**src/rtl/i2c_tgt_pkg.sv**
```systemverilog
package i2c_tgt_pkg;

    typedef enum logic [3:0] {
        ST_IDLE,
        ST_DEV_ADDR,
        ST_DEV_ACK,
        ST_REG_ADDR,
        ST_REG_ACK,
        ST_WR_DATA,
        ST_WR_ACK,
        ST_RD_LOAD,
        ST_RD_WAIT,
        ST_RD_DATA,
        ST_RD_ACK
    } tgt_state_t;

endpackage

```
**src/rtl/i2c_tgt_sync.sv**
```systemverilog
module i2c_tgt_sync #(
    parameter int WIDTH  = 2,
    parameter int STAGES = 2
) (
    input  logic             clk,
    input  logic             rst_n,
    input  logic [WIDTH-1:0] d,
    output logic [WIDTH-1:0] q
);

    for (genvar g = 0; g < WIDTH; g++) begin : g_lane
        logic [STAGES-1:0] chain;

        always_ff @(posedge clk or negedge rst_n) begin
            if (!rst_n) begin
                chain <= '1;   // idle bus level is high
            end else begin
                chain <= {chain[STAGES-2:0], d[g]};
            end
        end

        assign q[g] = chain[STAGES-1];
    end

endmodule

```
**src/rtl/i2c_tgt_cond.sv**
```systemverilog
module i2c_tgt_cond (
    input  logic clk,
    input  logic rst_n,
    input  logic scl_s,
    input  logic sda_s,
    output logic scl_rise,
    output logic scl_fall,
    output logic start_det,
    output logic stop_det
);

    logic scl_q;
    logic sda_q;

    always_ff @(posedge clk or negedge rst_n) begin
        if (!rst_n) begin
            scl_q <= 1'b1;
            sda_q <= 1'b1;
        end else begin
            scl_q <= scl_s;
            sda_q <= sda_s;
        end
    end

    assign scl_rise  = scl_s & ~scl_q;
    assign scl_fall  = ~scl_s & scl_q;
    // data edges only count while the clock stays high
    assign start_det = scl_s & scl_q & sda_q & ~sda_s;
    assign stop_det  = scl_s & scl_q & ~sda_q & sda_s;

endmodule

```
**src/rtl/i2c_tgt_ptr.sv**
```systemverilog
module i2c_tgt_ptr #(
    parameter int AW = 7
) (
    input  logic          clk,
    input  logic          rst_n,
    input  logic          load,
    input  logic [AW-1:0] load_ptr,
    input  logic          load_inc,
    input  logic          step,
    output logic [AW-1:0] ptr,
    output logic          inc_en
);

    always_ff @(posedge clk or negedge rst_n) begin
        if (!rst_n) begin
            ptr    <= '0;
            inc_en <= 1'b0;
        end else if (load) begin
            ptr    <= load_ptr;
            inc_en <= load_inc;
        end else if (step && inc_en) begin
            ptr <= ptr + AW'(1);   // natural wrap at the top
        end
    end

endmodule

```
**src/rtl/i2c_reg_target.sv**
```systemverilog
module i2c_reg_target
    import i2c_tgt_pkg::*;
#(
    parameter int         REG_AW      = 7,
    parameter int         DATA_W      = 8,
    parameter int         SYNC_STAGES = 2,
    parameter logic [4:0] DEV_ID_HI   = 5'b11100
) (
    input  logic              clk,
    input  logic              rst_n,
    input  logic              scl_i,
    input  logic              sda_i,
    output logic              sda_oe,
    input  logic [1:0]        dev_strap,
    output logic [REG_AW-1:0] reg_addr,
    output logic [DATA_W-1:0] reg_wdata,
    output logic              reg_we,
    output logic              reg_re,
    input  logic [DATA_W-1:0] reg_rdata
);

    localparam int              CNT_W    = $clog2(DATA_W + 1);
    localparam logic [CNT_W-1:0] BYTE_END = CNT_W'(DATA_W);
    localparam logic [CNT_W-1:0] TX_LAST  = CNT_W'(DATA_W - 1);

    // synchronised bus lines
    logic [1:0] sync_q;
    logic       scl_s;
    logic       sda_s;

    i2c_tgt_sync #(
        .WIDTH  (2),
        .STAGES (SYNC_STAGES)
    ) u_sync (
        .clk   (clk),
        .rst_n (rst_n),
        .d     ({scl_i, sda_i}),
        .q     (sync_q)
    );

    assign scl_s = sync_q[1];
    assign sda_s = sync_q[0];

    logic scl_rise;
    logic scl_fall;
    logic start_det;
    logic stop_det;

    i2c_tgt_cond u_cond (
        .clk       (clk),
        .rst_n     (rst_n),
        .scl_s     (scl_s),
        .sda_s     (sda_s),
        .scl_rise  (scl_rise),
        .scl_fall  (scl_fall),
        .start_det (start_det),
        .stop_det  (stop_det)
    );

    // state and datapath
    tgt_state_t        state;
    tgt_state_t        state_nx;
    logic [DATA_W-1:0] shreg;
    logic [CNT_W-1:0]  bit_cnt;
    logic              rw_q;
    logic              mack_q;
    logic              we_q;
    logic [DATA_W-1:0] wdata_q;
    logic              byte_done;
    logic              dev_match;
    logic              ptr_load;
    logic              ptr_step;
    logic              inc_en;
    logic              sda_oe_c;
    logic              re_c;

    assign byte_done = (bit_cnt == BYTE_END);
    assign dev_match = (shreg[DATA_W-1:1] == {DEV_ID_HI, dev_strap});

    // pointer register
    assign ptr_load = (state == ST_REG_ADDR) && (state_nx == ST_REG_ACK);
    assign ptr_step = we_q || ((state == ST_RD_ACK) && scl_rise);

    i2c_tgt_ptr #(
        .AW (REG_AW)
    ) u_ptr (
        .clk      (clk),
        .rst_n    (rst_n),
        .load     (ptr_load),
        .load_ptr (shreg[REG_AW-1:0]),
        .load_inc (shreg[DATA_W-1]),
        .step     (ptr_step),
        .ptr      (reg_addr),
        .inc_en   (inc_en)
    );

    // state register
    always_ff @(posedge clk or negedge rst_n) begin
        if (!rst_n) begin
            state <= ST_IDLE;
        end else begin
            state <= state_nx;
        end
    end

    // next-state logic
    always_comb begin
        state_nx = state;
        if (stop_det) begin
            state_nx = ST_IDLE;
        end else if (start_det) begin
            state_nx = ST_DEV_ADDR;
        end else begin
            unique case (state)
                ST_IDLE: ;
                ST_DEV_ADDR: begin
                    if (scl_fall && byte_done) begin
                        state_nx = dev_match ? ST_DEV_ACK : ST_IDLE;
                    end
                end
                ST_DEV_ACK: begin
                    if (scl_fall) begin
                        state_nx = rw_q ? ST_RD_LOAD : ST_REG_ADDR;
                    end
                end
                ST_REG_ADDR: begin
                    if (scl_fall && byte_done) state_nx = ST_REG_ACK;
                end
                ST_REG_ACK: begin
                    if (scl_fall) state_nx = ST_WR_DATA;
                end
                ST_WR_DATA: begin
                    if (scl_fall && byte_done) state_nx = ST_WR_ACK;
                end
                ST_WR_ACK: begin
                    if (scl_fall) state_nx = ST_WR_DATA;
                end
                ST_RD_LOAD: state_nx = ST_RD_WAIT;
                ST_RD_WAIT: state_nx = ST_RD_DATA;
                ST_RD_DATA: begin
                    if (scl_fall && (bit_cnt == TX_LAST)) state_nx = ST_RD_ACK;
                end
                ST_RD_ACK: begin
                    if (scl_fall) begin
                        state_nx = mack_q ? ST_RD_LOAD : ST_IDLE;
                    end
                end
                default: state_nx = ST_IDLE;
            endcase
        end
    end

    // shift register, bit counter and strobes
    always_ff @(posedge clk or negedge rst_n) begin
        if (!rst_n) begin
            shreg   <= '0;
            bit_cnt <= '0;
            rw_q    <= 1'b0;
            mack_q  <= 1'b0;
            we_q    <= 1'b0;
            wdata_q <= '0;
        end else begin
            we_q <= (state == ST_WR_DATA) && (state_nx == ST_WR_ACK);
            if ((state == ST_WR_DATA) && (state_nx == ST_WR_ACK)) begin
                wdata_q <= shreg;
            end
            if ((state == ST_DEV_ADDR) && scl_fall && byte_done) begin
                rw_q <= shreg[0];
            end
            if (start_det || stop_det) begin
                bit_cnt <= '0;
            end else begin
                unique case (state)
                    ST_DEV_ADDR, ST_REG_ADDR, ST_WR_DATA: begin
                        if (scl_rise) begin
                            shreg   <= {shreg[DATA_W-2:0], sda_s};
                            bit_cnt <= bit_cnt + CNT_W'(1);
                        end else if (scl_fall && byte_done) begin
                            bit_cnt <= '0;
                        end
                    end
                    ST_RD_WAIT: begin
                        shreg   <= reg_rdata;
                        bit_cnt <= '0;
                    end
                    ST_RD_DATA: begin
                        if (scl_fall) begin
                            shreg   <= {shreg[DATA_W-2:0], 1'b0};
                            bit_cnt <= bit_cnt + CNT_W'(1);
                        end
                    end
                    ST_RD_ACK: begin
                        if (scl_rise) mack_q <= ~sda_s;
                    end
                    default: ;
                endcase
            end
        end
    end

    // outputs
    always_comb begin
        sda_oe_c = 1'b0;
        re_c     = 1'b0;
        unique case (state)
            ST_DEV_ACK, ST_REG_ACK, ST_WR_ACK: sda_oe_c = 1'b1;
            ST_RD_DATA: sda_oe_c = ~shreg[DATA_W-1];
            ST_RD_LOAD: re_c = 1'b1;
            default: ;
        endcase
    end

    assign sda_oe    = sda_oe_c;
    assign reg_re    = re_c;
    assign reg_we    = we_q;
    assign reg_wdata = wdata_q;

endmodule

```
**config.mk**
```make
export PLATFORM = sky130hd
export DESIGN_NAME = i2c_reg_target
export DESIGN_NICKNAME = d
export VERILOG_FILES = /design/src/rtl/i2c_tgt_pkg.sv /design/src/rtl/i2c_tgt_sync.sv /design/src/rtl/i2c_tgt_cond.sv /design/src/rtl/i2c_tgt_ptr.sv /design/src/rtl/i2c_reg_target.sv
export SDC_FILE = /design/constraint.sdc
export NUM_CORES = 1
export LEC_CHECK = 0
export BUFFER_PORTS_ARGS = -buffer_cell sky130_fd_sc_hd__buf_2
export CORE_MARGIN = 10
export CORE_UTILIZATION = 30
export DETAILED_ROUTE_END_ITERATION = 12
export SYNTH_ARGS = -nofsm -noshare
export SYNTH_HDL_FRONTEND = slang
export SYNTH_SLANG_ARGS = --single-unit
```
**constraint.sdc**
```tcl
create_clock -name clk -period 2.1 [get_ports clk]
set_input_delay 0 -clock clk [delete_from_list [all_inputs] [get_ports clk]]
set_output_delay 0 -clock clk [all_outputs]
set_load 0.02 [all_outputs]
```
Word level (Yosys, flattened, before mapping)
Cells that the tools add are included.
Cells by class
  reduce and logical (&&, ||, !) cells: 20
  mux-type cells: 25
  shifts and indexed selects: 0
  equal/unequal tests: 19
  $mul: 0
  add/subtract/negate cells: 2
  bitwise logic cells: 13
  divide/modulo/power cells: 0
  magnitude comparators: 0
Operator list (number)
  $mux 4: 13
  $pmux 4 s10: 1
  $eq 4x3->1 const B: 7
  $pmux 8 s3: 1
  $eq 4x4->1 const B: 4
  $mux 8: 2
  $mux 7: 2
  $pmux 4 s3: 1
  $eq 4x2->1 const B: 2
  $logic_and 1x1->1: 8
  $add 7x1->7 const B: 1
  $and 1x1->1: 7
  $eq 7x7->1: 1
  $mux 3: 2
  $not 1->1: 6
  $reduce_and 3->1: 2
  $reduce_or 3->1: 2
  $add 4x1->4 const B: 1
  $eq 4x1->1 const B: 1
  $logic_not 4->1: 1
  $ne 2x2->1 const B: 2
  $ne 4x4->1 const B: 1
  $reduce_and 4->1: 1
  $reduce_bool 4->1: 1
  8 further kinds: 9
Word-level totals
  output and inout port bits: 18
  memories: 0
  flip-flop bits (word level): 41
  bits in writable memories: 0
  input port bits: 14
  bits in read-only memories: 0
  latch bits: 0
  word-level logic and storage cells: 92

Logic depth before layout (Yosys ltp)
  depth in word-level cells: 10
  depth in mapped cells: 8
  depth with buffers taken out: 7

Modules after synthesis
Synthesis repeated with hierarchy kept, for this count alone.
Second synthesis, totals
  cell total of the unflattened synthesis: 221
  area total of the unflattened synthesis: 2177.1 um^2
By module, submodules not included
  i2c_reg_target: area an instance 1536.5 um^2, cells an instance 161, instances 1, seq. area each 675.6 um^2
  i2c_tgt_ptr: area an instance 435.4 um^2, cells an instance 48, instances 1, seq. area each 200.2 um^2
  i2c_tgt_sync: area an instance 120.1 um^2, cells an instance 6, instances 1, seq. area each 105.1 um^2
  i2c_tgt_cond: area an instance 85.1 um^2, cells an instance 6, instances 1, seq. area each 52.6 um^2

Worst setup path after synthesis
OpenSTA, ideal clock, no wires.
  kind: register -> register
  from: register state[3]
  to: register bit_cnt[3]
  slack: 0.264 ns
  arrival time: 1.758 ns
  clock period less this slack: 1.836 ns
  path buffers: 1
  setup time: 0.077 ns
  stages on the path, launching flop included: 7
  data required time: 2.023 ns
  cells stage by stage: dfrtp_1 -> or3b_1 -> buf_6 -> a21oi_4 -> o22ai_4 -> or4_1 -> a21oi_1
Between the ends
  cells in the longest elaborated chain, start to end: 4
  elaborated cells on any way between the ends: 12
  those cells by class: eq/ne (7); mux (2); reduce/logical (3)
Ends and longest elaborated chain
  from (decl): line i2c_reg_target.sv:61  | tgt_state_t state;
  from (signal assigned): line i2c_reg_target.sv:102  | state <= state_nx;
  $eq 4x2->1, or another cell as far along: line i2c_reg_target.sv:173  | unique case (state)
  $reduce_or 3->1: line i2c_reg_target.sv:173
  $ne 4x4->1 (no line), or another cell as far along
  $reduce_and 3->1 (no line) / $mux 4 (equally long branches)
  to (signal assigned): line i2c_reg_target.sv:177  | bit_cnt <= bit_cnt + CNT_W'(1);
  to (signal assigned): line i2c_reg_target.sv:189  | bit_cnt <= bit_cnt + CNT_W'(1);
  to (decl): line i2c_reg_target.sv:64  | logic [CNT_W-1:0] bit_cnt;
Parallel ways exist; a longest one is shown, timed or not.
A chain may end at the register's enable or synchronous reset.

Final worst setup path
  from: register state[1]
  to: output sda_oe
Between the ends
  cells in the longest elaborated chain, start to end: 3
  elaborated cells on any way between the ends: 6
  those cells by class: eq/ne (4); mux (1); reduce/logical (1)
Ends and longest elaborated chain
  $eq 4x3->1 / $eq 4x2->1 (equally long branches): line i2c_reg_target.sv:205  | unique case (state)
  $reduce_or 3->1: line i2c_reg_target.sv:205
  $pmux 1 s2 *: line i2c_reg_target.sv:205
  to (decl): line i2c_reg_target.sv:13  | output logic sda_oe,
Mark *: on every way between the ends. The rest lies on a longest branch, timed or not.

==> impl_results.md <==
* H-tree levels at 2
* Top FF cell, synth: dfrtp_1
* Routed Antenna Nets at 0
* Crit path max fanout at 6
* EDFF count, synth at 0
* Final period utilization at 95.2%
* Syn Inst Count at 204
* Max Fclk at 0.500 GHz
* Rows at 30
* Largest net degree at the start of global routing at 42
* Status: complete, no violations
* Vias in the first global route at 1695
* Die H at between 100 and 150 um
* Final Critical Period at roughly 2 ns
* Fin util at 39.2%
* Commonest non-fill, non-tap cell in the layout: dfrtp_1
* Non-Filler Instances at 358
* CTS tree: done
* Placed cell area at 2440 um2
* GRT Resource Usage Total at under 10%
* Post-layout nets at 278
* Via count at roughly 1700
* CP required at 2.10 ns
* Synthesis-to-layout area growth at 27.2%
* Inserted Clock Buffers at 5
* Final WL at 4800 um
* Final worst slack at 0.101 ns
* Sequential area share after synthesis at about half
* Clock sink total at 41
* Die width at 104 um
* Net Count, Synth at between 200 and 250
* Final TNS setup at 0 ns
* Antenna violations before repair at 0
* Post-synth top area share at a little over two fifths
* Endpoints failing setup at 0
* Max-slew violation count at 0
* 1st-pass router iterations at 4
* Share of cells above drive strength 1 at a little under a third
* Max-cap violations at 0
* Worst Path Arrival at 2.00 ns
* Worst slew pin tran at around 0.88 ns
* Clock slew at reported path FFs at about 0.08 ns
* Port Buffers at 31
* Clock tree buffer depth at 2
* Syn. warnings at 0
* Yosys reg bits at 41
* Placer Congestion at around 0.9
* Initial core utilization at a little under a third
* Worst slack, placed at 0.0207 ns
* Die ar. at around 11000 um2
* WS Path Type: register to output pin
* Final Skew at 0.00693 ns
* Max IR drop VDD at between 0.5 and 0.6 mV
* Root buf cell: clkbuf_8
* Placed Cells at 339
* Ys async rst share at 100%
* Area leader, netlist: dfrtp_1
* Dpl hpwl at between 3000 and 4000 um
* Slew HR at 41.3%
* DRC violation total after the first TritonRoute iteration at 122
* First-pass GRT wire length at 8240 um
* Most frequent cells in the layout: 34 x dfrtp_1, 31 x buf_2, 18 x nand2_1, 18 x a21oi_1, 17 x buf_4
* Core area at 6790 um2
* I/O pin cnt at 32
* Top post-synthesis cells by area: dfrtp_1 42%, dfstp_2 7.5%, mux2_2 5.4%, a21oi_1 4.3%, mux2i_1 4.3%
* Design Area, Final at 2670 um2
* P_leak at 0.00121 uW
* Fill count at roughly 650
* GRT overflow at 0
* RSZ-0062 raised after global routing: no
* Post-Syn Area per Cell at between 10 and 15 um2
* Post-Syn Area at 2100 um2
* DRC violations left at 0
* Insertion delay to the later sink of the worst-skew pair at 0.30 ns
* CP Launch Type: register
* Pwr Density at around 700 nW/um2
* Critical Path End Type: output pin
* WL/cell at 13.4 um
* Ant. Diodes at 0
* DR vias/cell at 4.75
* Hold Crit Class: input pin to register
* Unique masters post-synth at 46
* Fin. Hold Viols at 0
path summary, 6_finish.rpt:
check                      slack, ns                   endpoint                 startpoint  cells past startpoint
setup / recovery                0.10                     sda_oe                   state[1]                      5
hold reg to reg                 0.36  u_sync.g_lane[0].chain[1]  u_sync.g_lane[0].chain[0]                      0
setup reg to reg                0.12                   state[1]               u_cond.scl_q                      5
hold / removal                 0.002                   shreg[4]               reg_rdata[4]                      3
min in group asynchronous       0.36                   state[0]                      rst_n                      2
max in group asynchronous       1.14                   state[3]                      rst_n                      2
kinds of logic (layout without fill, tap and decap cells):
family | count (synthesis) | count (layout) | synth area share, %
AO/OA/AOI/OAI | 51 | 51 | 15.3
buffers and inverters | 15 | 73 | 3.10
flip-flops | 41 | 41 | 49.3
adder cells (fa/ha/maj) | 3 | 3 | 1.79
multiplexers | 19 | 19 | 9.67
XOR/XNOR | 9 | 9 | 3.76
AND/OR/NAND/NOR | 66 | 66 | 17.0
worst max-delay path: stages, from the launching register on:
cell and delay, ns:
dfrtp_1 0.44, or3b_4 0.45, buf_4 0.17, or3_1 0.29, o21ai_0 0.13, buf_2 0.23
where the power goes:
part           total, uW  internal [uW]  switching [uW]  leakage, uW
Combinational        298            137             161     0.000619
Clock                586            304             283    0.0000549
Sequential          1000            876             128     0.000540
Total               1890           1320             572      0.00121
synth_stat cells (2+ instances only):
library cell  count
a211o_1           2
a21oi_1          18
a31oi_1           5
and2_1            2
clkbuf_1          4
dfrtp_1          35
dfstp_2           6
ha_1              3
inv_1             9
mux2_2           10
mux2i_1           9
nand2_1          18
nand2b_1          2
nand3_1           5
nand4_1           3
nor2_1           14
nor2b_1           2
nor3_1            3
nor4_1            2
o21ai_0          15
or3_1             3
or3b_1            2
or4_1             2
xnor2_1           5
xor2_1            4
through the flow:
step	hold slack, ns	power [uW]
floorplan	-0.296	1170
global placement	0.105	1300
detailed placement	0.107	1310
CTS	0.00725	1910
global route	0.00139	2000
finish	0.00174	1890
layer usage:
layer	wire, um	vias to the layer above	global-route usage (%)
met5	0	-	0
met4	157	0	4.94
met3	160	12	2.17
met2	2220	39	13.3
met1	2270	801	12.1
li1	-	847	-
sequential cells by signal, summed over array words and instances, names as in the netlist:
name and flops:
mack_q 1, u_ptr.ptr 7, u_ptr.inc_en 1, bit_cnt 4
rw_q 1, reg_we 1, u_cond.scl_q 1, u_sync.g_lane.chain 4
u_cond.sda_q 1, shreg 8, reg_wdata 8, state 4
what timing repair did:
| item | CTS | global route |
|---|---|---|
| setup endpoints to repair | 1 | 3 |
| gates resized for setup | 0 | 4 |
| hold buffers | 8 | 0 |
| setup buffers | 0 | 3 |
| pin swaps | 1 | 1 |
| hold endpoints to repair | 42 | 0 |
layout make-up:
| type | instances | area, um2 | area share [%] |
|---|---|---|---|
| Timing Repair Buffer | 56 | 363 | 13.6 |
| Multi-Input combinational cell | 148 | 1010 | 37.8 |
| Tap cell | 96 | 120 | 4.51 |
| Clock buffer | 7 | 96.3 | 3.62 |
| Clock inverter | 1 | 8.76 | 0.329 |
| Inverter | 9 | 33.8 | 1.27 |
| Sequential cell | 41 | 1030 | 38.8 |
(Power assumes the default switching activity.)
